## src/rtl/lvds_deser_pkg.sv

```systemverilog
package lvds_deser_pkg;
  localparam int SLOTS   = 7;
  localparam int LANES   = 4;
  localparam int COLOR_W = 8;
  localparam int PHASE_W = $clog2(SLOTS);
  // Clock-lane value with bit (6 - slot) holding slot 'slot' once a pixel is complete.
  localparam logic [SLOTS-1:0] CLK_PATTERN = 7'b1100011;

  localparam logic [1:0] MAP_NARROW     = 2'b00;
  localparam logic [1:0] MAP_WIDE_SPLIT = 2'b01;

  typedef struct packed {
    logic sample; // pixel boundary: load the unpacked fields
    logic emit;   // boundary while locked: strobe the pixel
  } ctlStrobes_t;
endpackage

```

## src/rtl/lvds_deser_ctrl.sv

```systemverilog
module lvds_deser_ctrl
  import lvds_deser_pkg::*;
#(
  parameter int LOCK_COUNT = 4,
  parameter int DROP_COUNT = 2
) (
  input  logic        clk,
  input  logic        rstN,
  input  logic        patternMatch,
  output ctlStrobes_t strobes,
  output logic        locked
);
  localparam int GOOD_W = $clog2(LOCK_COUNT + 1);
  localparam int BAD_W  = $clog2(DROP_COUNT + 1);

  logic [PHASE_W-1:0] phase, phaseNext;
  logic [GOOD_W-1:0]  goodCnt, goodNext;
  logic [BAD_W-1:0]   badCnt, badNext;
  logic               lockedNext;
  logic               atBoundary;

  assign atBoundary = (phase == PHASE_W'(SLOTS - 1));

  always_comb begin
    phaseNext  = atBoundary ? '0 : phase + PHASE_W'(1);
    goodNext   = goodCnt;
    badNext    = badCnt;
    lockedNext = locked;
    if (!locked) begin
      if (atBoundary) begin
        if (patternMatch) begin
          if (goodCnt >= GOOD_W'(LOCK_COUNT - 1)) begin
            lockedNext = 1'b1;
            goodNext   = '0;
          end else begin
            goodNext = goodCnt + GOOD_W'(1);
          end
        end else begin
          goodNext = '0;
        end
      end else if (patternMatch) begin
        // Pattern seen at another offset: the bit taken now is slot 0.
        phaseNext = '0;
        goodNext  = GOOD_W'(1);
      end
    end else if (atBoundary) begin
      if (patternMatch) begin
        badNext = '0;
      end else if (badCnt >= BAD_W'(DROP_COUNT - 1)) begin
        lockedNext = 1'b0;
        badNext    = '0;
        goodNext   = '0;
      end else begin
        badNext = badCnt + BAD_W'(1);
      end
    end
  end

  always_ff @(posedge clk or negedge rstN) begin
    if (!rstN) begin
      phase   <= '0;
      goodCnt <= '0;
      badCnt  <= '0;
      locked  <= 1'b0;
    end else begin
      phase   <= phaseNext;
      goodCnt <= goodNext;
      badCnt  <= badNext;
      locked  <= lockedNext;
    end
  end

  assign strobes.sample = atBoundary;
  assign strobes.emit   = atBoundary & lockedNext;

  AST_LOCK_AFTER_MATCH: assert property (@(posedge clk) disable iff (!rstN)
    $rose(locked) |-> $past(patternMatch));
  AST_UNLOCK_AFTER_MISS: assert property (@(posedge clk) disable iff (!rstN)
    $fell(locked) |-> !$past(patternMatch));
  AST_REALIGN_RESTARTS: assert property (@(posedge clk) disable iff (!rstN)
    (!locked && patternMatch && !atBoundary) |=> (phase == '0) && !locked);
endmodule

```

## src/rtl/lvds_deser_dp.sv

```systemverilog
module lvds_deser_dp
  import lvds_deser_pkg::*;
(
  input  logic               clk,
  input  logic               rstN,
  input  logic [LANES-1:0]   dataLanes,
  input  logic               clkLane,
  input  logic [1:0]         mapSel,
  input  ctlStrobes_t        strobes,
  output logic               patternMatch,
  output logic [COLOR_W-1:0] red,
  output logic [COLOR_W-1:0] green,
  output logic [COLOR_W-1:0] blue,
  output logic               hSync,
  output logic               vSync,
  output logic               dataEn,
  output logic               pixValid,
  output logic               ctlErr
);
  localparam int HI_W = COLOR_W - 2;

  logic [LANES-1:0][SLOTS-1:0] laneHist;
  logic [SLOTS-1:0]            clkHist;

  for (genvar ln = 0; ln < LANES; ln++) begin : g_lane
    logic [SLOTS-1:0] hist;
    always_ff @(posedge clk or negedge rstN) begin
      if (!rstN) hist <= '0;
      else       hist <= {hist[SLOTS-2:0], dataLanes[ln]};
    end
    assign laneHist[ln] = hist;
  end

  always_ff @(posedge clk or negedge rstN) begin
    if (!rstN) clkHist <= '0;
    else       clkHist <= {clkHist[SLOTS-2:0], clkLane};
  end

  assign patternMatch = (clkHist == CLK_PATTERN);

  // Field extraction; bit (6 - s) of a history holds slot s.
  logic [HI_W-1:0] rSix, gSix, bSix;
  logic [1:0]      rPair, gPair, bPair;
  logic            deBit, vsBit, hsBit, spareBit, wideMode;

  assign rSix     = laneHist[0][5:0];
  assign gSix     = {laneHist[1][4:0], laneHist[0][6]};
  assign bSix     = {laneHist[2][3:0], laneHist[1][6:5]};
  assign deBit    = laneHist[2][6];
  assign vsBit    = laneHist[2][5];
  assign hsBit    = laneHist[2][4];
  assign spareBit = laneHist[3][6];
  assign bPair    = laneHist[3][5:4];
  assign gPair    = laneHist[3][3:2];
  assign rPair    = laneHist[3][1:0];
  assign wideMode = (mapSel != MAP_NARROW);

  logic [COLOR_W-1:0] rNext, gNext, bNext;

  always_comb begin
    if (!wideMode) begin
      rNext = {2'b00, rSix};
      gNext = {2'b00, gSix};
      bNext = {2'b00, bSix};
    end else if (mapSel == MAP_WIDE_SPLIT) begin
      rNext = {rSix, rPair};
      gNext = {gSix, gPair};
      bNext = {bSix, bPair};
    end else begin
      rNext = {rPair, rSix};
      gNext = {gPair, gSix};
      bNext = {bPair, bSix};
    end
  end

  always_ff @(posedge clk or negedge rstN) begin
    if (!rstN) begin
      red      <= '0;
      green    <= '0;
      blue     <= '0;
      hSync    <= 1'b0;
      vSync    <= 1'b0;
      dataEn   <= 1'b0;
      pixValid <= 1'b0;
      ctlErr   <= 1'b0;
    end else begin
      pixValid <= strobes.emit;
      if (strobes.sample) begin
        red    <= rNext;
        green  <= gNext;
        blue   <= bNext;
        hSync  <= hsBit;
        vSync  <= vsBit;
        dataEn <= deBit;
      end
      if (strobes.emit && wideMode && spareBit) ctlErr <= 1'b1;
    end
  end

  AST_VALID_SPACED: assert property (@(posedge clk) disable iff (!rstN)
    pixValid |=> !pixValid);
  AST_ERR_STICKY: assert property (@(posedge clk) disable iff (!rstN)
    ctlErr |=> ctlErr);
  AST_NARROW_TOP_ZERO: assert property (@(posedge clk) disable iff (!rstN)
    (pixValid && ($past(mapSel) == MAP_NARROW)) |->
      (red[7:6] == 2'b00 && green[7:6] == 2'b00 && blue[7:6] == 2'b00));
endmodule

```

## src/rtl/lvds_deser.sv

```systemverilog
module lvds_deser
  import lvds_deser_pkg::*;
#(
  parameter int LOCK_COUNT = 4,
  parameter int DROP_COUNT = 2
) (
  input  logic               clk,
  input  logic               rstN,
  input  logic [LANES-1:0]   dataLanes,
  input  logic               clkLane,
  input  logic [1:0]         mapSel,
  output logic [COLOR_W-1:0] red,
  output logic [COLOR_W-1:0] green,
  output logic [COLOR_W-1:0] blue,
  output logic               hSync,
  output logic               vSync,
  output logic               dataEn,
  output logic               pixValid,
  output logic               locked,
  output logic               ctlErr
);
  ctlStrobes_t strobes;
  logic        patternMatch;

  lvds_deser_ctrl #(
    .LOCK_COUNT(LOCK_COUNT),
    .DROP_COUNT(DROP_COUNT)
  ) u_ctrl (
    .clk         (clk),
    .rstN        (rstN),
    .patternMatch(patternMatch),
    .strobes     (strobes),
    .locked      (locked)
  );

  lvds_deser_dp u_dp (
    .clk         (clk),
    .rstN        (rstN),
    .dataLanes   (dataLanes),
    .clkLane     (clkLane),
    .mapSel      (mapSel),
    .strobes     (strobes),
    .patternMatch(patternMatch),
    .red         (red),
    .green       (green),
    .blue        (blue),
    .hSync       (hSync),
    .vSync       (vSync),
    .dataEn      (dataEn),
    .pixValid    (pixValid),
    .ctlErr      (ctlErr)
  );

  AST_VALID_NEEDS_LOCK: assert property (@(posedge clk) disable iff (!rstN)
    pixValid |-> locked);
endmodule

```

## config.mk

```make
export PLATFORM = sky130hd
export DESIGN_NAME = lvds_deser
export DESIGN_NICKNAME = d
export VERILOG_FILES = /design/src/rtl/lvds_deser_pkg.sv /design/src/rtl/lvds_deser_ctrl.sv /design/src/rtl/lvds_deser_dp.sv /design/src/rtl/lvds_deser.sv
export SDC_FILE = /design/constraint.sdc
export NUM_CORES = 1
export LEC_CHECK = 0
export ABC_AREA = 1
export BUFFER_PORTS_ARGS = -buffer_cell sky130_fd_sc_hd__buf_2
export CAP_MARGIN = 0
export CORE_MARGIN = 8
export CORE_UTILIZATION = 46
export DETAILED_ROUTE_END_ITERATION = 10
export GPL_TIMING_DRIVEN = 0
export PLACE_DENSITY = 0.66
export SETUP_SLACK_MARGIN = 0.1
export SYNTH_ARGS = -nofsm -noshare
export SYNTH_HDL_FRONTEND = slang
export SYNTH_HIERARCHICAL = 1
export SYNTH_SLANG_ARGS = --single-unit
```

## constraint.sdc

```tcl
create_clock -name clk -period 1.7 [get_ports clk]
set_clock_uncertainty 0.15 [all_clocks]
set_input_delay 0.255 -clock clk [delete_from_list [all_inputs] [get_ports clk]]
set_output_delay 0.255 -clock clk [all_outputs]
set_load 0.005 [all_outputs]
```

==> results.json <==
{
  "hpwl_um": 3820,
  "antenna_found_initial": 0,
  "cts_tree": "done",
  "p_leak_nw": 1.85,
  "root_buffer": "clkbuf_8",
  "synth-simple-area-share_pct": 24.3,
  "ys.flop_type": "dfrtp_1",
  "whs_ns": 0.133,
  "synth_cell_types": 23,
  "switching_share_pct": 31.8,
  "grt_use_total_pct": 13.6,
  "diodes": 0,
  "p_total_mw": 5.03,
  "finalCritPeriodShare_pct": 90.3,
  "combPwrFrac_pct": 28.2,
  "fillers": 580,
  "required_ns": 1.80,
  "drtAntennaViolNets": 0,
  "hold_viol_final": 0,
  "synthesis.nets": 309,
  "finalNonFillerCells": 443,
  "synth-seq-cells": 73,
  "cap_violations": 0,
  "drtIter0Drc": 94,
  "fp.dieH_um": 95.7,
  "syn_inst": 297,
  "synth_compound_area_share_pct": 3.13,
  "syn_avg_cell_area_um2": 9.83,
  "overflow": 0,
  "cp-start-kind": "flip-flop",
  "clk_pin_slew_worst_paths_ns": 0.07,
  "dpl_cell_area_um2": 3200,
  "synth-edff-count": 0,
  "async_flop_share_pct": 100,
  "numCtsBuffers": 9,
  "yosysWarnings": 6,
  "final_cell_mix": "73 x nand2_1, 72 x dfrtp_1, 46 x nand3_1",
  "worst_slack_ns": 0.165,
  "io_buffers": 36,
  "sequentialPowerShare_pct": 47.9,
  "design_area_um2": 3550,
  "slew_headroom_pct": 40.6,
  "vias_per_cell": 4.77,
  "place.gp.congestion": 0.743,
  "wl_um": 5770,
  "setup_violations": 0,
  "seq_area_um2": 1830,
  "crit_type": "flip-flop to flip-flop",
  "grt_pass1_wl_um": 9780,
  "synth_top_family_by_area": "simple AND/OR/NAND/NOR gates",
  "p_sw_mw": 1.60,
  "synthAdderAreaFrac_pct": 1.29,
  "clk_latency_ns": 0.33,
  "drc": 0,
  "drive_above_1_share_pct": 27.3,
  "final_common_cell": "nand2_1",
  "r2r_slack_ns": 0.16,
  "multi_input_area_um2": 866,
  "htreeDepth": 3,
  "ioPinCount": 39,
  "cts.sinks": 73,
  "first_pass_iters": 4,
  "status": "finished clean",
  "period_minus_slack_ns": 1.54,
  "worst_slew_pin_slew_ns": 0.891,
  "cp_data_arrival_time_ns": 1.64,
  "grt_pass1_vias": 2181,
  "ir_drop_v": 0.000853,
  "critPathMaxFanout": 3,
  "ys_seq_area_share_pct": 62.6,
  "max_freq_mhz": 651,
  "final_net_count": 373,
  "area_delta_synth_final_pct": 21.7,
  "hold_path_class": "primary input to flip-flop",
  "grt_max_degree": 74,
  "synthMuxAreaShare_pct": 0,
  "p_int_mw": 3.43,
  "synth_xor_area_share_pct": 0,
  "cp-end-kind": "flip-flop",
  "netlist_area_um2": 2920,
  "wire_per_inst_um": 13.0,
  "rows": 29,
  "die_w_um": 95.7,
  "core_area_um2": 6240,
  "start_util_pct": 46.8,
  "cts_buffer_depth": 2,
  "rsz0062_at_grt": "yes",
  "dp.cells": 410,
  "pre_cts_ws_ns": -0.0817,
  "p_per_area_nw_per_um2": 1410,
  "p_clk_share_pct": 23.9,
  "die-area_um2": 9150,
  "via_count": 2114,
  "slew_viol_final": 0
}
synthesized netlist by cell type (2+ instances only):
master    number  share of area [%]
dfrtp_1       73                 63
buf_4          8                2.1
nand3_1       47                8.1
nand2_1       75                9.6
nand3_2        2               0.69
inv_1         33                4.2
a21oi_1       13                2.2
nor2_1        17                2.2
nand3b_1       2               0.51
ha_1           3                1.3
inv_2          2               0.26
buf_6          3                1.2
nand2_2        8                1.7
o21ai_0        2               0.34
final cells by class:
type                       instances  share of cell area [%]
clock inverter                     2                   0.352
buffer                            13                    3.41
tap                               77                    2.71
sequential                        73                    51.4
timing repair buffer              53                    9.15
multi-input combinational        175                    24.4
clock buffer                      14                    4.58
inverter                          36                    4.01
power by group through the flow:
stage / logic, mW / registers, mW / clock network (mW)
floorplan: 0.757 / 2.45 / 0
global placement: 1.32 / 2.43 / 0
detailed placement: 1.35 / 2.45 / 0
CTS: 1.40 / 2.42 / 1.23
global route: 1.66 / 2.47 / 1.30
finish: 1.42 / 2.41 / 1.20
logic make-up (layout without fill, tap and decap cells):
group           Yosys count  in the layout
compound gates           17             17
fa+ha+maj                 3              3
buf+inv                  49            118
flops                    73             73
simple gates            155            155
layer usage:
metal,vias up,routed length (um),global-route usage [%]
met5,-,0,0
met2,41,2570,21.0
met1,1005,2880,17.9
li1,1063,-,-
met3,5,277,3.07
met4,0,45,5.76
flip-flops by register name (all words and copies together) (netlist names):
signal / flops
u_dp/blue: 8
u_ctrl/goodCnt: 3
u_dp/hSync: 1
u_ctrl/phase: 3
u_dp/g_lane.hist: 28
u_dp/clkHist: 7
u_dp/vSync: 1
u_ctrl/badCnt: 2
u_dp/red: 8
u_ctrl/locked: 1
u_dp/pixValid: 1
u_dp/ctlErr: 1
u_dp/green: 8
u_dp/dataEn: 1
worst paths after layout:
check,depth (start not counted),endpoint,startpoint
max in group asynchronous,2,u_ctrl/phase[0]$_DFF_PN0_,rstN
min,3,u_dp/green[7]$_DFFE_PN0P_,mapSel[1]
min reg2reg,0,u_dp/g_lane[0].hist[1]$_DFF_PN0_,u_dp/g_lane[0].hist[0]$_DFF_PN0_
min in group asynchronous,2,u_dp/clkHist[0]$_DFF_PN0_,rstN
max,8,u_dp/ctlErr$_DFFE_PN0P_,u_dp/clkHist[4]$_DFF_PN0_
max reg2reg,8,u_dp/ctlErr$_DFFE_PN0P_,u_dp/clkHist[4]$_DFF_PN0_
worst max-delay path: stages, from the launching register on:
cell and delay (ns):
dfrtp_1 0.37, nand3b_1 0.19, nor2_4 0.16, nand2_2 0.09, inv_2 0.07, nand3_2 0.08
a21oi_2 0.16, nand2_1 0.07, o21bai_1 0.11
per-stage QoR:
step	TNS, ns	utilization (%)
floorplan	0	-
global placement	-14.41	51.2
detailed placement	-0.0817	51.3
CTS	0	55.6
global route	0	57.0
finish	0	57.0
repair_timing:
action / CTS / global route
gates cloned: 0 / 0
hold buffers: 6 / 0
resized for setup: 4 / 9
hold endpoints to repair: 78 / 0
buffers inserted: 3 / 8
endpoints found under the setup margin: 5 / 30
pin swaps: 2 / 9
Power figures use the tool's default switching activity.
